File: config.mk
export PLATFORM = sky130hd
export DESIGN_NAME = qspi_rom_bridge
export DESIGN_NICKNAME = d
export VERILOG_FILES = /design/src/rtl/qspib_pkg.sv /design/src/rtl/qspib_decode.sv /design/src/rtl/qspib_pins.sv /design/src/rtl/qspib_pulse.sv /design/src/rtl/qspi_rom_bridge.sv
export SDC_FILE = /design/constraint.sdc
export NUM_CORES = 1
export LEC_CHECK = 0
export BUFFER_PORTS_ARGS = -buffer_cell sky130_fd_sc_hd__buf_4
export CORE_ASPECT_RATIO = 1.5
export CORE_MARGIN = 1.5
export CORE_UTILIZATION = 25
export DETAILED_ROUTE_END_ITERATION = 8
export GPL_ROUTABILITY_DRIVEN = 0
export SYNTH_ARGS = -nofsm -noshare
export SYNTH_HDL_FRONTEND = slang
export SYNTH_SLANG_ARGS = --single-unit
File: constraint.sdc
create_clock -name clk -period 2.25 [get_ports clk]
set_clock_uncertainty 0.05 [all_clocks]
set_input_delay 0 -clock clk [delete_from_list [all_inputs] [get_ports clk]]
set_output_delay 0 -clock clk [all_outputs]
set_load 0.005 [all_outputs]
File: src/rtl/qspib_pkg.sv
package qspib_pkg;
  typedef enum logic [1:0] {
    FN_DATA = 2'd0,
    FN_CTRL = 2'd1,
    FN_STAT = 2'd2,
    FN_BANK = 2'd3
  } fn_e;

  typedef enum logic [1:0] {
    ST_IDLE,
    ST_BOOT,
    ST_HI,
    ST_RSP
  } st_e;

  typedef struct packed {
    logic is_reg;
    fn_e  fn;
  } dec_t;
endpackage

File: src/rtl/qspib_decode.sv
module qspib_decode
  import qspib_pkg::*;
#(
  parameter int WADDR_W = 17,
  parameter int PAGE_W  = 8,
  localparam int TOP_W  = WADDR_W - PAGE_W + 2
) (
  input  logic [TOP_W-1:0] addr_hi,  // word address bits [WADDR_W-1 : PAGE_W-2]
  output dec_t             dec
);
  always_comb begin
    dec.is_reg = &addr_hi[TOP_W-1:2];
    dec.fn     = fn_e'(addr_hi[1:0]);
  end
endmodule

File: src/rtl/qspib_pins.sv
module qspib_pins #(
  parameter int NDEV    = 4,
  localparam int NIB_W  = 4,
  localparam int DATA_W = NDEV * NIB_W
) (
  input  logic              clk,
  input  logic              rst_n,
  input  logic              load,
  input  logic [5:0]        ctrl,   // {cs_n, oe, nibble}
  output logic              cs_n,
  output logic              oe,
  output logic [DATA_W-1:0] io_out
);
  logic [NIB_W-1:0] nib_q;

  always_ff @(posedge clk or negedge rst_n) begin
    if (!rst_n) begin
      cs_n  <= 1'b1;
      oe    <= 1'b0;
      nib_q <= '0;
    end else if (load) begin
      cs_n  <= ctrl[5];
      oe    <= ctrl[4];
      nib_q <= ctrl[3:0];
    end
  end

  for (genvar k = 0; k < NDEV; k++) begin : g_dev
    assign io_out[k*NIB_W +: NIB_W] = nib_q;
  end

  // pin state only moves on a control load
  a_r4_pins_hold: assert property (@(posedge clk) disable iff (!rst_n)
    !load |=> ($stable(cs_n) && $stable(oe) && $stable(io_out)));
endmodule

File: src/rtl/qspib_pulse.sv
module qspib_pulse #(
  parameter int PULSE_CYC = 2,
  localparam int CNT_W    = (PULSE_CYC > 1) ? $clog2(PULSE_CYC) : 1
) (
  input  logic clk,
  input  logic rst_n,
  input  logic start,
  output logic sclk,
  output logic last
);
  logic [CNT_W-1:0] cnt_q;
  int unsigned      hi_run;

  always_ff @(posedge clk or negedge rst_n) begin
    if (!rst_n) begin
      sclk  <= 1'b0;
      cnt_q <= '0;
    end else if (start) begin
      sclk  <= 1'b1;
      cnt_q <= CNT_W'(PULSE_CYC - 1);
    end else if (sclk) begin
      if (cnt_q == '0) sclk <= 1'b0;
      else             cnt_q <= cnt_q - 1'b1;
    end
  end

  assign last = sclk && (cnt_q == '0);

  always_ff @(posedge clk or negedge rst_n) begin
    if (!rst_n)    hi_run <= 0;
    else if (sclk) hi_run <= hi_run + 1;
    else           hi_run <= 0;
  end

  // every pulse is high for exactly PULSE_CYC cycles
  a_r5_pulse_len: assert property (@(posedge clk) disable iff (!rst_n)
    $fell(sclk) |-> (hi_run == PULSE_CYC));
endmodule

File: src/rtl/qspi_rom_bridge.sv
module qspi_rom_bridge
  import qspib_pkg::*;
#(
  parameter int WADDR_W   = 17,
  parameter int BANK_W    = 2,
  parameter int PAGE_W    = 8,
  parameter int NDEV      = 4,
  parameter int PULSE_CYC = 2,
  localparam int DATA_W   = NDEV * 4,
  localparam int BOOT_AW  = WADDR_W + BANK_W
) (
  input  logic               clk,
  input  logic               rst_n,
  input  logic               req_valid,
  output logic               req_ready,
  input  logic [WADDR_W-1:0] req_addr,
  output logic               rsp_valid,
  input  logic               rsp_ready,
  output logic [DATA_W-1:0]  rsp_data,
  output logic               flash_cs_n,
  output logic               flash_sclk,
  output logic               flash_io_oe,
  output logic [DATA_W-1:0]  flash_io_out,
  input  logic [DATA_W-1:0]  flash_io_in,
  output logic [BOOT_AW-1:0] boot_addr,
  output logic               boot_rd,
  input  logic [DATA_W-1:0]  boot_data
);
  st_e               st_q;
  dec_t              dec;
  logic [BANK_W-1:0] bank_q;
  logic [BOOT_AW-1:0] baddr_q;
  logic [DATA_W-1:0] rdata_q;
  logic [NDEV-1:0]   io0;
  logic              accept, pulse_last;

  assign req_ready = (st_q == ST_IDLE);
  assign accept    = req_valid && req_ready;

  qspib_decode #(.WADDR_W(WADDR_W), .PAGE_W(PAGE_W)) u_dec (
    .addr_hi (req_addr[WADDR_W-1:PAGE_W-2]),
    .dec     (dec)
  );

  qspib_pins #(.NDEV(NDEV)) u_pins (
    .clk    (clk),
    .rst_n  (rst_n),
    .load   (accept && dec.is_reg && dec.fn == FN_CTRL),
    .ctrl   (req_addr[5:0]),
    .cs_n   (flash_cs_n),
    .oe     (flash_io_oe),
    .io_out (flash_io_out)
  );

  qspib_pulse #(.PULSE_CYC(PULSE_CYC)) u_pulse (
    .clk   (clk),
    .rst_n (rst_n),
    .start (accept && dec.is_reg && dec.fn == FN_DATA),
    .sclk  (flash_sclk),
    .last  (pulse_last)
  );

  for (genvar k = 0; k < NDEV; k++) begin : g_io0
    assign io0[k] = flash_io_in[4*k];
  end

  always_ff @(posedge clk or negedge rst_n) begin
    if (!rst_n) begin
      st_q    <= ST_IDLE;
      bank_q  <= '0;
      baddr_q <= '0;
      rdata_q <= '0;
    end else begin
      case (st_q)
        ST_IDLE: if (accept) begin
          if (!dec.is_reg) begin
            baddr_q <= {bank_q, req_addr};
            st_q    <= ST_BOOT;
          end else begin
            case (dec.fn)
              FN_DATA: st_q <= ST_HI;
              FN_CTRL: begin rdata_q <= '0; st_q <= ST_RSP; end
              FN_STAT: begin
                rdata_q <= {{(DATA_W-NDEV){1'b0}}, io0};
                st_q    <= ST_RSP;
              end
              default: begin
                bank_q  <= req_addr[BANK_W-1:0];
                rdata_q <= '0;
                st_q    <= ST_RSP;
              end
            endcase
          end
        end
        ST_BOOT: begin rdata_q <= boot_data; st_q <= ST_RSP; end
        ST_HI: if (pulse_last) begin rdata_q <= flash_io_in; st_q <= ST_RSP; end
        default: if (rsp_ready) st_q <= ST_IDLE;
      endcase
    end
  end

  assign rsp_valid = (st_q == ST_RSP);
  assign rsp_data  = rdata_q;
  assign boot_rd   = (st_q == ST_BOOT);
  assign boot_addr = baddr_q;

  // a held response is stable, and no request overlaps it
  a_r8_rsp_hold: assert property (@(posedge clk) disable iff (!rst_n)
    (rsp_valid && !rsp_ready) |=> (rsp_valid && $stable(rsp_data)));
  a_r8_one_inflight: assert property (@(posedge clk) disable iff (!rst_n)
    !(req_ready && rsp_valid));
  // a pulse only starts on an accepted request
  a_r5_pulse_cause: assert property (@(posedge clk) disable iff (!rst_n)
    $rose(flash_sclk) |-> $past(accept));
  // boot strobe lasts one cycle and leads to the response
  a_r2_boot_strobe: assert property (@(posedge clk) disable iff (!rst_n)
    boot_rd |=> (!boot_rd && rsp_valid));
  // bank only moves on an accepted request
  a_r3_bank_hold: assert property (@(posedge clk) disable iff (!rst_n)
    !accept |=> $stable(bank_q));
endmodule

==> flow_summary.yaml <==
critical_path:
  crit_slowest_cell: "dlygate4sd3_1"
  crit_fanout: 17
  crit_path_end_kind: "flop"
  cp_data_arrival_time_ps: 2300
  cp_cell_sequence: "inv_1 > ha_1 > a22oi_1 > dlygate4sd3_1 > o2bb2ai_2"
  cp_slowest_stage_delay_ps: 630
  critical_path_class: "reg -> reg"
  startpoint_type: "flop"
  required_ps: 2400
routing:
  postRouteAntennaNets: 0
  vias: 1946
  vias_per_cell: 4.57
  wl_per_cell_microns: 15.0
  drtIter0Drc: 26
  drt_first_pass_iters: 4
  wl_microns: 6380
  drc_errors: 0
synthesis:
  yosysUniqueCellTypes: 38
  yosysWarnings: 0
  syn_inst: 173
  synth_flop_cell: "dfrtp_1"
  syn_avg_cell_area_sq_um: 13.2
  async_flop_share_pct: 100
  syn-num-nets: 230
  synth-edff-count: 0
  ys_seq_area_share_pct: 51.7
  synth.cell_area_sq_mm: 0.00228
  ys_seq_elements: 47
global_route:
  grt_pass1_vias: 2076
  grt_use_total_pct: 13.6
  grt_pass1_wl_microns: 10100
  gr-total-overflow: 0
  grt_max_degree: 48
  antenna_found_initial: 0
timing:
  tns_ps: 0
  max_slew_margin_pct: 57.4
  fin_hold_ws_ps: 36.1
  fmax_ghz: 0.467
  fin_ws_ps: 108
  grt_setup_unrepaired: "no"
  tightest_slew_ps: 639
  fin_crit_ps: 2140
  finalMaxSlewViolations: 0
  finalCritPeriodShare_pct: 95.2
  hold_viol: 0
  setup_viol: 0
finish:
  synthToLayoutAreaGrowth_pct: 63.2
  insertedDiodeCount: 0
  drive_gt1_share_pct: 50.9
  layout.nets: 372
die:
  die_w_microns: 80.9
  die_y_microns: 120
  start_util_pct: 25.8
  coreArea_sq_mm: 0.00883
  rows: 42
  ios: 110
  die_area_sq_mm: 0.00971
power_and_ir_drop:
  p_leak_nw: 1.72
  intPower_w: 0.00291
  peakVddDrop_uv: 608
  p_seq_share_pct: 31.6
  pwr-share-comb_pct: 49.4
  clkPwrFrac_pct: 19.0
  switching_share_pct: 33.8
  power.switching_w: 0.00148
  power_density_mw_per_mm2: 1180
cts:
  ctsHoldBuffers: 43
  clk_pin_slew_ps: 70
  cts_resized: 0
  clk_path_buf_depth: 2
  h-tree-depth: 2
  insertion_delay_ps: 290
  post_cts_buffers: 0
  cts_buffers: 5
  cts_tree: "done"
  clock_tree.root_cell: "clkbuf_16"
  cts.sinks: 47
placement:
  dp_hpwl_microns: 4540
  io_buffers: 109
  place_ws_ps: 220
worst_hold_path:
  hold_class: "in -> reg"
job:
  cap_viol_max_count: 0
run_status:
  status: "finished, final reports clean"
## synth_stat cells (2+ instances only)
master	instances	area, sq um
dfrtp_1	46	1150
mux2_2	22	248
a22oi_1	16	120
buf_4	16	120
o2bb2ai_2	10	150
a21oi_1	5	25.0
clkbuf_1	5	18.8
nand2_1	5	18.8
a22o_1	4	35.0
a31oi_1	4	25.0
ha_1	4	50.1
inv_1	3	11.3
mux2_1	3	33.8
a221o_1	2	20.0
and2_1	2	12.5
nand4_1	2	12.5
o22a_1	2	17.5
o2bb2ai_1	2	17.5
## cells by family after synthesis
kind of cell | Yosys count | synth area share (%)
AO/OA/AOI/OAI | 50 | 20.4
flip-flops | 47 | 51.7
buffers and inverters | 25 | 7.08
multiplexers | 25 | 12.4
AND/OR/NAND/NOR | 22 | 6.26
adder cells (fa/ha/maj) | 4 | 2.20
## final cells by class
cell class,count,area [sq um]
Inverter,3,11.3
Clock buffer,6,129
Clock inverter,2,37.5
Fill cell,862,5110
Multi-Input combinational cell,101,940
Sequential cell,47,1180
Tap cell,110,138
Timing Repair Buffer,157,1290
## layer usage
layer  track usage (%)  vias up  part of all wire [%]
li1                  -      922                     -
met1              15.2      937                    39
met2              25.4       82                    53
met3              2.74        5                   6.8
met4              3.23        0                  0.89
met5                 0        -                     0
## critical path, delay by kind of cell (launching register included)
kind	cells	cell delay, ps
adder cells (fa/ha/maj)	1	560
flip-flops	1	410
AO/OA/AOI/OAI	2	310
buffers and inverters	2	720
## path summary, 6_finish.rpt
check	from	to	slack (ps)	cells past startpoint
setup / recovery	st_q[1]	rsp_data[6]	110	5
hold / removal	flash_io_in[0]	rsp_data[0]	40	3
setup reg to reg	st_q[1]	rsp_data[6]	110	5
hold reg to reg	boot_addr[14]	boot_addr[14]	440	1
max in group asynchronous	rst_n	boot_addr[17]	1520	2
min in group asynchronous	rst_n	u_pulse.sclk	220	2
## power by group through the flow
stage	Clock (W)	Sequential, W	Combinational (W)
6_report	0.000837	0.00139	0.00217
5_1_grt	0.000898	0.00143	0.00236
4_1_cts	0.000870	0.00139	0.00220
3_5_place_dp	0	0.00140	0.00202
3_3_place_gp	0	0.00139	0.00197
2_1_floorplan	0	0.00140	0.00116
## registers in the layout, summed over array words and instances (netlist names)
signal / count
u_pins.nib_q: 4
u_pins.cs_n: 1
rsp_data: 16
u_pins.oe: 1
u_pulse.sclk: 1
bank_q: 2
u_pulse.cnt_q: 1
st_q: 2
boot_addr: 19
## metrics by stage
stage,instances,cell area (sq um),utilization (%),power (W)
after global placement,375,3120,35.4,0.00336
after detailed placement,375,3120,35.4,0.00341
after global routing,426,3720,42.1,0.00468
final,426,3720,42.1,0.00439
after CTS,426,3720,42.1,0.00446
after floorplan,173,2280,-,0.00256
## layout by cell type (no fill, tap or decap), types with 3 or more instances in the layout
master,instances
mux2_2,22
nand2_1,5
inv_1,3
ha_1,4
buf_4,114
dfrtp_1,46
a31oi_1,4
dlygate4sd3_1,43
clkbuf_16,5
a21oi_1,5
a22oi_1,16
mux2_1,3
o2bb2ai_2,10
a22o_1,4
Power figures use the tool's default switching activity.
